[src/rtl/tlb_refill_pkg.sv]
// Shared types for the TLB refill walker.
// Assumes: no more than eight sequencer states.
package tlb_refill_pkg;
    typedef enum logic [2:0] {
        ST_IDLE     = 3'd0,
        ST_XLATE    = 3'd1,
        ST_MEM_REQ  = 3'd2,
        ST_MEM_WAIT = 3'd3,
        ST_WRITE    = 3'd4,
        ST_DONE     = 3'd5
    } walk_state_t;
endpackage

[src/rtl/refill_pte_addr.sv]
// Forms the virtual address of a page-table entry from the base register and
// the missing address. Purely combinational. Assumes word-aligned entries.
module refill_pte_addr #(
    parameter int VA_W     = 32,
    parameter int PT_SHIFT = 10
) (
    input  logic [VA_W-1:0] base,
    input  logic [VA_W-1:0] miss_vaddr,
    output logic [VA_W-1:0] entry_vaddr
);
    localparam logic [VA_W-1:0] ALIGN_MASK = ~(VA_W'(3));

    // Merge the shifted address into the base and word-align the result.
    always_comb begin
        entry_vaddr = (base | (miss_vaddr >> PT_SHIFT)) & ALIGN_MASK;
    end
endmodule

[src/rtl/refill_way_rot.sv]
// Rotating refill-way selector. The counter resets to zero and advances once
// for every committed refill; the way offered is the incremented value.
// Assumes: 'advance' pulses for one cycle per committed write.
module refill_way_rot #(
    parameter int WAY_W = 2
) (
    input  logic             clk,
    input  logic             rst_n,
    input  logic             advance,
    output logic [WAY_W-1:0] next_way
);
    logic [WAY_W-1:0] cnt_q;

    // Count committed refills.
    always_ff @(posedge clk) begin
        if (!rst_n)       cnt_q <= '0;
        else if (advance) cnt_q <= cnt_q + 1'b1;
    end

    // Offer the pre-incremented value as the destination way.
    always_comb begin
        next_way = cnt_q + 1'b1;
    end
endmodule

[src/rtl/refill_ctrl.sv]
// Walk sequencer. It accepts one request while idle, holds the lookup request
// until it is answered, issues one memory read, then either commits or ends.
// Assumes: the lookup and memory responders answer each request exactly once.
module refill_ctrl
    import tlb_refill_pkg::*;
#(
    parameter int VA_W          = 32,
    parameter int CAUSE_W       = 6,
    parameter int MEM_ERR_CAUSE = 63
) (
    input  logic               clk,
    input  logic               rst_n,
    input  logic               req_valid,
    input  logic [VA_W-1:0]    req_vaddr,
    input  logic               req_dside,
    input  logic               req_probe,
    input  logic [VA_W-1:0]    entry_vaddr,
    input  logic               lk_ack,
    input  logic               lk_ok,
    input  logic [VA_W-1:0]    lk_paddr,
    input  logic [CAUSE_W-1:0] lk_cause,
    input  logic               mem_gnt,
    input  logic               mem_rvalid,
    input  logic               mem_err,
    input  logic [VA_W-1:0]    mem_rdata,
    output walk_state_t        state_o,
    output logic [VA_W-1:0]    vaddr_q,
    output logic               dside_q,
    output logic [VA_W-1:0]    entry_va_q,
    output logic [VA_W-1:0]    entry_pa_q,
    output logic [VA_W-1:0]    pte_q,
    output logic               err_q,
    output logic [CAUSE_W-1:0] cause_q
);
    localparam logic [CAUSE_W-1:0] MEM_CAUSE = CAUSE_W'(MEM_ERR_CAUSE);

    walk_state_t state_q;
    logic        probe_q;

    // Sequence the walk and capture its operands and results.
    always_ff @(posedge clk) begin
        if (!rst_n) begin
            state_q    <= ST_IDLE;
            vaddr_q    <= '0;
            dside_q    <= 1'b0;
            probe_q    <= 1'b0;
            entry_va_q <= '0;
            entry_pa_q <= '0;
            pte_q      <= '0;
            err_q      <= 1'b0;
            cause_q    <= '0;
        end else begin
            case (state_q)
                ST_IDLE: begin
                    if (req_valid) begin
                        vaddr_q    <= req_vaddr;
                        dside_q    <= req_dside;
                        probe_q    <= req_probe;
                        entry_va_q <= entry_vaddr;
                        err_q      <= 1'b0;
                        cause_q    <= '0;
                        state_q    <= ST_XLATE;
                    end
                end
                ST_XLATE: begin
                    if (lk_ack) begin
                        if (lk_ok) begin
                            entry_pa_q <= lk_paddr;
                            state_q    <= ST_MEM_REQ;
                        end else begin
                            err_q   <= 1'b1;
                            cause_q <= lk_cause;
                            state_q <= ST_DONE;
                        end
                    end
                end
                ST_MEM_REQ: begin
                    if (mem_gnt) state_q <= ST_MEM_WAIT;
                end
                ST_MEM_WAIT: begin
                    if (mem_rvalid) begin
                        if (mem_err) begin
                            err_q   <= 1'b1;
                            cause_q <= MEM_CAUSE;
                            state_q <= ST_DONE;
                        end else begin
                            pte_q   <= mem_rdata;
                            state_q <= probe_q ? ST_DONE : ST_WRITE;
                        end
                    end
                end
                ST_WRITE: state_q <= ST_DONE;
                ST_DONE:  state_q <= ST_IDLE;
                default:  state_q <= ST_IDLE;
            endcase
        end
    end

    assign state_o = state_q;
endmodule

[src/rtl/tlb_refill_walker.sv]
// Top of the TLB refill walker: address former, sequencer and way rotation,
// plus the decode of the sequencer state into the port strobes.
// Assumes: pt_base is sampled in the cycle the request is accepted.
module tlb_refill_walker
    import tlb_refill_pkg::*;
#(
    parameter int VA_W          = 32,
    parameter int PAGE_SHIFT    = 12,
    parameter int IDX_W         = 2,
    parameter int WAY_W         = 2,
    parameter int CAUSE_W       = 6,
    parameter int PT_SHIFT      = 10,
    parameter int MEM_ERR_CAUSE = 63
) (
    input  logic                       clk,
    input  logic                       rst_n,
    input  logic                       req_valid,
    input  logic [VA_W-1:0]            req_vaddr,
    input  logic                       req_dside,
    input  logic                       req_probe,
    input  logic [VA_W-1:0]            pt_base,
    output logic                       busy,
    output logic                       lk_req,
    output logic [VA_W-1:0]            lk_vaddr,
    input  logic                       lk_ack,
    input  logic                       lk_ok,
    input  logic [VA_W-1:0]            lk_paddr,
    input  logic [CAUSE_W-1:0]         lk_cause,
    output logic                       mem_req,
    output logic [VA_W-1:0]            mem_addr,
    input  logic                       mem_gnt,
    input  logic                       mem_rvalid,
    input  logic                       mem_err,
    input  logic [VA_W-1:0]            mem_rdata,
    output logic                       tlb_we,
    output logic                       tlb_dside,
    output logic [WAY_W-1:0]           tlb_way,
    output logic [IDX_W-1:0]           tlb_index,
    output logic [VA_W-PAGE_SHIFT-1:0] tlb_vpn,
    output logic [VA_W-1:0]            tlb_pte,
    output logic                       excv_we,
    output logic [VA_W-1:0]            excv_value,
    output logic                       done,
    output logic                       fail,
    output logic [CAUSE_W-1:0]         fail_cause,
    output logic [VA_W-1:0]            res_paddr,
    output logic [1:0]                 res_ring
);
    localparam int RING_LSB = 4;

    logic [VA_W-1:0]    entry_vaddr;
    walk_state_t        state;
    logic [VA_W-1:0]    vaddr_q;
    logic               dside_q;
    logic [VA_W-1:0]    entry_va_q;
    logic [VA_W-1:0]    entry_pa_q;
    logic [VA_W-1:0]    pte_q;
    logic               err_q;
    logic [CAUSE_W-1:0] cause_q;
    logic               commit;
    logic [WAY_W-1:0]   next_way;

    refill_pte_addr #(.VA_W(VA_W), .PT_SHIFT(PT_SHIFT)) u_addr (
        .base        (pt_base),
        .miss_vaddr  (req_vaddr),
        .entry_vaddr (entry_vaddr)
    );

    refill_ctrl #(.VA_W(VA_W), .CAUSE_W(CAUSE_W), .MEM_ERR_CAUSE(MEM_ERR_CAUSE)) u_ctrl (
        .clk         (clk),
        .rst_n       (rst_n),
        .req_valid   (req_valid),
        .req_vaddr   (req_vaddr),
        .req_dside   (req_dside),
        .req_probe   (req_probe),
        .entry_vaddr (entry_vaddr),
        .lk_ack      (lk_ack),
        .lk_ok       (lk_ok),
        .lk_paddr    (lk_paddr),
        .lk_cause    (lk_cause),
        .mem_gnt     (mem_gnt),
        .mem_rvalid  (mem_rvalid),
        .mem_err     (mem_err),
        .mem_rdata   (mem_rdata),
        .state_o     (state),
        .vaddr_q     (vaddr_q),
        .dside_q     (dside_q),
        .entry_va_q  (entry_va_q),
        .entry_pa_q  (entry_pa_q),
        .pte_q       (pte_q),
        .err_q       (err_q),
        .cause_q     (cause_q)
    );

    refill_way_rot #(.WAY_W(WAY_W)) u_rot (
        .clk      (clk),
        .rst_n    (rst_n),
        .advance  (commit),
        .next_way (next_way)
    );

    // Decode sequencer state into handshake and completion strobes.
    always_comb begin
        commit  = (state == ST_WRITE);
        busy    = (state != ST_IDLE);
        lk_req  = (state == ST_XLATE);
        mem_req = (state == ST_MEM_REQ);
        done    = (state == ST_DONE) && !err_q;
        fail    = (state == ST_DONE) && err_q;
    end

    // Present addresses, TLB write fields and results.
    always_comb begin
        lk_vaddr   = entry_va_q;
        mem_addr   = entry_pa_q;
        tlb_we     = commit;
        tlb_dside  = dside_q;
        tlb_way    = next_way;
        tlb_index  = vaddr_q[PAGE_SHIFT +: IDX_W];
        tlb_vpn    = vaddr_q[VA_W-1:PAGE_SHIFT];
        tlb_pte    = pte_q;
        excv_we    = commit;
        excv_value = vaddr_q;
        fail_cause = fail ? cause_q : '0;
        res_paddr  = {pte_q[VA_W-1:PAGE_SHIFT], vaddr_q[PAGE_SHIFT-1:0]};
        res_ring   = pte_q[RING_LSB +: 2];
    end
endmodule

[config.mk]
export PLATFORM = sky130hd
export DESIGN_NAME = tlb_refill_walker
export DESIGN_NICKNAME = d
export VERILOG_FILES = /design/src/rtl/tlb_refill_pkg.sv /design/src/rtl/refill_pte_addr.sv /design/src/rtl/refill_way_rot.sv /design/src/rtl/refill_ctrl.sv /design/src/rtl/tlb_refill_walker.sv
export SDC_FILE = /design/constraint.sdc
export NUM_CORES = 1
export LEC_CHECK = 0
export BUFFER_PORTS_ARGS = -buffer_cell sky130_fd_sc_hd__buf_2
export CAP_MARGIN = 20
export CORE_AREA = 2 2 135 137
export DETAILED_ROUTE_END_ITERATION = 16
export DIE_AREA = 0 0 137 139
export GPL_TIMING_DRIVEN = 1
export PLACE_DENSITY = 0.71
export SYNTH_ARGS = -nofsm -noshare
export SYNTH_HDL_FRONTEND = slang
export SYNTH_SLANG_ARGS = --single-unit
[constraint.sdc]
create_clock -name clk -period 1.8 [get_ports clk]
set_input_delay 0.27 -clock clk [delete_from_list [all_inputs] [get_ports clk]]
set_output_delay 0.27 -clock clk [all_outputs]
set_load 0.01 [all_outputs]
== Yosys cells after proc, flatten, opt, wreduce, memory -nomap -nowiden ==
Cells that the tools add are included.
Cells by class
  bitwise operators: 2
  equal/unequal tests: 11
  mux-type cells: 21
  add/sub/neg operators: 1
  reduce and logical (&&, ||, !) cells: 11
Operators with widths (count)
  $mux 6: 6
  $or 32x22->32: 1
  $mux 3: 6
  $pmux 6 s3: 1
  $pmux 3 s5: 1
  $ne 2x2->1 const B: 4
  $eq 3x2->1 const B: 2
  $eq 3x3->1 const B: 2
  $mux 1: 6
  $reduce_and 3->1: 2
  $reduce_and 6->1: 1
  $reduce_bool 3->1: 2
  $ne 2x1->1 const B: 2
  $reduce_and 4->1: 1
  $eq 3x1->1 const B: 1
  $logic_not 3->1: 1
  $pmux 1 s3: 1
  $add 2x1->2 const B: 1
  $logic_and 1x1->1: 2
  $reduce_and 2->1: 1
  $logic_not 1->1: 1
  $not 1->1: 1
Storage, ports and cells
  logic and storage cells: 56
  output and inout port bits: 200
  flip-flop bits (word level): 140

== Longest topological paths before layout ==
  word-level depth: 4
  mapped depth: 7

== Cells and area by module ==
From an unflattened synthesis, not the netlist that was laid out.
Second synthesis, totals
  cells, all modules: 751
  area total of the unflattened synthesis: 6222.2 um^2
By module, submodules not included
  refill_ctrl: sequential area each 2802.7 um^2, cells an instance 638, area an instance 5367.6 um^2, instances 1
  tlb_refill_walker: sequential area each 0.0 um^2, cells an instance 70, area an instance 544.3 um^2, instances 1
  refill_pte_addr: sequential area each 0.0 um^2, cells an instance 33, area an instance 219.0 um^2, instances 1
  refill_way_rot: sequential area each 40.0 um^2, cells an instance 10, area an instance 91.3 um^2, instances 1

== Least setup slack after synthesis ==
No wires, ideal clock.
  kind: reg2out
  start point: reg u_ctrl.state_q[1] (netlist: u_ctrl.state_o[1])
  end point: out fail_cause[0]
  data required time: 1.530 ns
  cell stages (with the launch flop): 6
  arrival time: 1.183 ns
  path slack: 0.347 ns
  path buffers: 2
  path through: dfxtp_1 -> buf_4 -> nor2b_1 -> and3_1 -> clkbuf_1 -> and2_1
Between the ends
  longest elaborated chain between the ends: 3
Ends and longest elaborated chain
  start, declared: RTL line refill_ctrl.sv:37  | walk_state_t state_q;
  start signal, assigned: RTL line refill_ctrl.sv:88  | state_q <= probe_q ? ST_DONE : ST_WRITE;
  $eq 3x3->1: RTL line tlb_refill_walker.sv:109  | fail = (state == ST_DONE) && err_q;
  $logic_and 1x1->1: RTL line tlb_refill_walker.sv:109
  named net fail: RTL line tlb_refill_walker.sv:44  | output logic fail,
  $mux 6: RTL line tlb_refill_walker.sv:124  | fail_cause = fail ? cause_q : '0;
  end, declared: RTL line tlb_refill_walker.sv:45  | output logic [CAUSE_W-1:0] fail_cause,
The timed path passes the listed nets, and every way through them passes these cells.

== Worst setup path in the final report ==
  start point: reg u_ctrl.state_q[2] (netlist: u_ctrl.state_o[2])
  end point: out lk_req
Between the ends
  longest elaborated chain between the ends: 1
Ends and longest elaborated chain
  $eq 3x1->1: RTL line tlb_refill_walker.sv:106  | lk_req = (state == ST_XLATE);
  end, declared: RTL line tlb_refill_walker.sv:23  | output logic lk_req,
No other way between the ends.

==> results.cfg <==
[final_layout]
area_growth_pct = 36.6
fin_area_um2 = 8160
seqCellArea_um2 = 2810
n_fill_cell = 1764
drive_gt1_frac = 0.408
multi_input_area_um2 = 2460
n_antenna_cell = 0
final_nets = 1118

[placement]
io_buffers = 339
gp_congestion = 0.800
dpl.hpwl_mm = 11.9
placed_cell_area_um2 = 7500

[sta]
finalSetupTns_ns = 0
post-route-period-util = 0.947
finalSetupViolCount = 0
finalHoldViolCount = 0
fmax_mhz = 587
maxSlewHeadroom = 0.658
maxSlewViolCount = 0
fin_skew_ns = 0.0137
period_minus_slack_ns = 1.70
rsz0062_at_grt = false
worst_pin_slew_ns = 0.513

[status]
status = complete, no violations

[synthesis]
synth-edff-count = 0
synth_cell_type_count = 34
synth_xor_area_frac = 0.00440
seq_area_frac_synth = 0.469
yosys_warnings = 0
synth_compound_area_frac = 0.153
synth_area_per_cell_um2 = 8.47
synth_top_family_by_area = simple AND/OR/NAND/NOR gates
synthCells = 705
synthAdderAreaFrac = 0
postSynth.asyncResetShare = 0
syn_area_um2 = 5970
synthFlopType = dfxtp_1
synthMuxAreaShare = 0.0153
synth-simple-area-share = 0.235
ys_ff_latch = 140

[clock_tree]
clk_pin_slew_ns = 0.06
cts_buffers = 17
cts_tree = yes
root_buffer = clkbuf_16
insertion_delay_ns = 0.42
cts_num_sinks = 140
cts_buffer_depth = 2
htreeDepth = 4

[pwr]
p_switching_w = 0.00213
sw_frac_of_total = 0.262
p_clk_frac = 0.449
p_per_area_nw_per_um2 = 994
p_seq_frac = 0.415
p_leak_nw = 3.92
internal-power_w = 0.00599
combPwrFrac = 0.136
irDropWorstVdd_v = 0.000598

[die]
core_um2 = 17700
die_area_um2 = 19000
die_w_um = 137
ioPinCount = 344
fp-row-count = 49
die_y_um = 139
start_util = 0.338

[critical_path]
arrival_ns = 1.43
rr_startpoint = u_ctrl.state_o[2]
r2r-end = u_ctrl.entry_va_q[6]
reg2reg_depth = 6
crit_chain = buf_12 -> nor2b_4 -> buf_4 -> and2_1 -> buf_2
cpLargestDelayFamily = buffers and inverters
cp_slowest_stage_delay_ns = 0.36
start_kind = flop
path_buf_inv = 3
required_ns = 1.53
critPathCaptureType = primary output
cp_max_fo = 8
critPathLaunch = u_ctrl.state_o[2]
critical_path_depth = 5
crit_end = lk_req
cpMaxStageDelayCell = dfxtp_4
crit_type = flop to primary output
ff2ff_setup_slack_ns = 0.28

[drt]
finalWirelength_mm = 16.3
drtAntennaViolNets = 0
drc_errors = 0
num_vias = 5490
wire_per_inst_um = 13.4
via_per_inst = 4.51
dr.pass1.iters = 4
drtIter0Drc = 194

[grt]
grt_first_pass_wirelength_mm = 25.1
antenna_found_initial = 0
grt_use_total = 0.167
grt_max_degree = 99
gr-total-overflow = 0
grt_pass1_vias = 4948

[hold_path]
hold_path_class = primary input to flop

[flow_run]
cap_violations = 0
## logic make-up after synthesis
kind of cell           count (synthesis)
buffers and inverters                112
other                                  1
XOR/XNOR                               3
multiplexers                           9
AO/OA/AOI/OAI                        121
AND/OR/NAND/NOR                      319
flip-flops                           140
## synth_stat cells (2+ instances only)
| cell type | count | area [um2] |
|---|---|---|
| a21boi_0 | 31 | 233 |
| nor3_1 | 23 | 115 |
| inv_1 | 4 | 15.0 |
| dfxtp_1 | 140 | 2800 |
| buf_4 | 72 | 541 |
| buf_2 | 8 | 40.0 |
| xnor2_1 | 2 | 17.5 |
| buf_6 | 4 | 45.0 |
| nor3b_1 | 22 | 165 |
| nor2_1 | 23 | 86.3 |
| nor2b_1 | 2 | 12.5 |
| nand2_1 | 229 | 860 |
| a21boi_1 | 78 | 586 |
| and3_1 | 2 | 12.5 |
| mux2i_1 | 8 | 80.1 |
| and2_1 | 10 | 62.6 |
| o211ai_1 | 6 | 45.0 |
| o22ai_1 | 2 | 12.5 |
| clkbuf_1 | 24 | 90.1 |
## cell usage in the layout (no fill, tap or decap), types with 4 or more instances in the layout
master and n:
nor3b_1 22, o211ai_1 6, nand2_1 228, and2_1 9, a21boi_1 78, buf_12 11
buf_4 8, dfxtp_1 137, inv_1 4, nor2_1 23, nor3_1 23, buf_2 338
clkinv_4 4, clkbuf_16 17, a21boi_0 31, mux2i_1 8, inv_6 4
## metrics by stage
stage	utilization	hold WS [ns]	power, W	cells	worst slack (ns)
6_report	0.462	0.0814	0.00811	1216	0.0958
5_1_grt	0.462	0.0706	0.00852	1216	0.0232
4_1_cts	0.460	0.0638	0.00823	1213	0.00461
3_5_place_dp	0.425	0.442	0.00454	1182	0.231
3_3_place_gp	0.425	0.438	0.00453	1182	0.257
2_1_floorplan	-	0.405	0.00409	706	0.347
## area by class of cell
class / instances / share of cell area
clock buffer: 17 / 0.0521
clock inverter: 15 / 0.0228
inverter: 4 / 0.00184
multi-input combinational: 454 / 0.302
sequential: 140 / 0.345
tap: 229 / 0.0351
timing repair buffer: 357 / 0.242
## tightest hold or removal path: stages
cell	delay (ns)
buf_2	0.09
nand2_1	0.04
a21boi_1	0.05
## power groups by stage
stage	Combinational (W)	Clock, W	Sequential [W]
6_report	0.00111	0.00364	0.00337
5_1_grt	0.00122	0.00392	0.00339
4_1_cts	0.00111	0.00376	0.00337
3_5_place_dp	0.00111	0	0.00343
3_3_place_gp	0.00110	0	0.00343
2_1_floorplan	0.000605	0	0.00349
## sequential cells by signal, indices dropped and copies added (netlist names)
name and count:
u_ctrl.dside_q 1, u_ctrl.err_q 1, u_ctrl.vaddr_q 32, u_rot.cnt_q 2
u_ctrl.state_o 3, u_ctrl.probe_q 1, u_ctrl.cause_q 6, u_ctrl.entry_pa_q 32
u_ctrl.pte_q 32, u_ctrl.entry_va_q 30
## timing repair
item                                    4_1_cts  5_1_grt
pin swaps                                     1        0
endpoints found under the setup margin       10        9
resized for setup                             8        2
hold buffers                                  0        0
setup buffers                                 0        3
## routing by layer
metal	vias to the layer above	share of wire	track usage
met4	0	0.020	0.0667
met1	2478	0.41	0.190
met5	-	0	0
met2	231	0.49	0.293
met3	20	0.077	0.0442
li1	2761	-	-
## worst min path at each step
stage	start	end	cells past startpoint
floorplan	lk_paddr[19]	u_ctrl.entry_pa_q[19]	2
global placement	u_ctrl.entry_pa_q[6]	u_ctrl.entry_pa_q[6]	2
detailed placement	u_ctrl.entry_va_q[29]	u_ctrl.entry_va_q[29]	2
CTS	req_vaddr[4]	u_ctrl.vaddr_q[4]	3
global route	lk_paddr[5]	u_ctrl.entry_pa_q[5]	3
finish	pt_base[28]	u_ctrl.entry_va_q[28]	3
No activity file was read; power rests on OpenSTA's default activity.
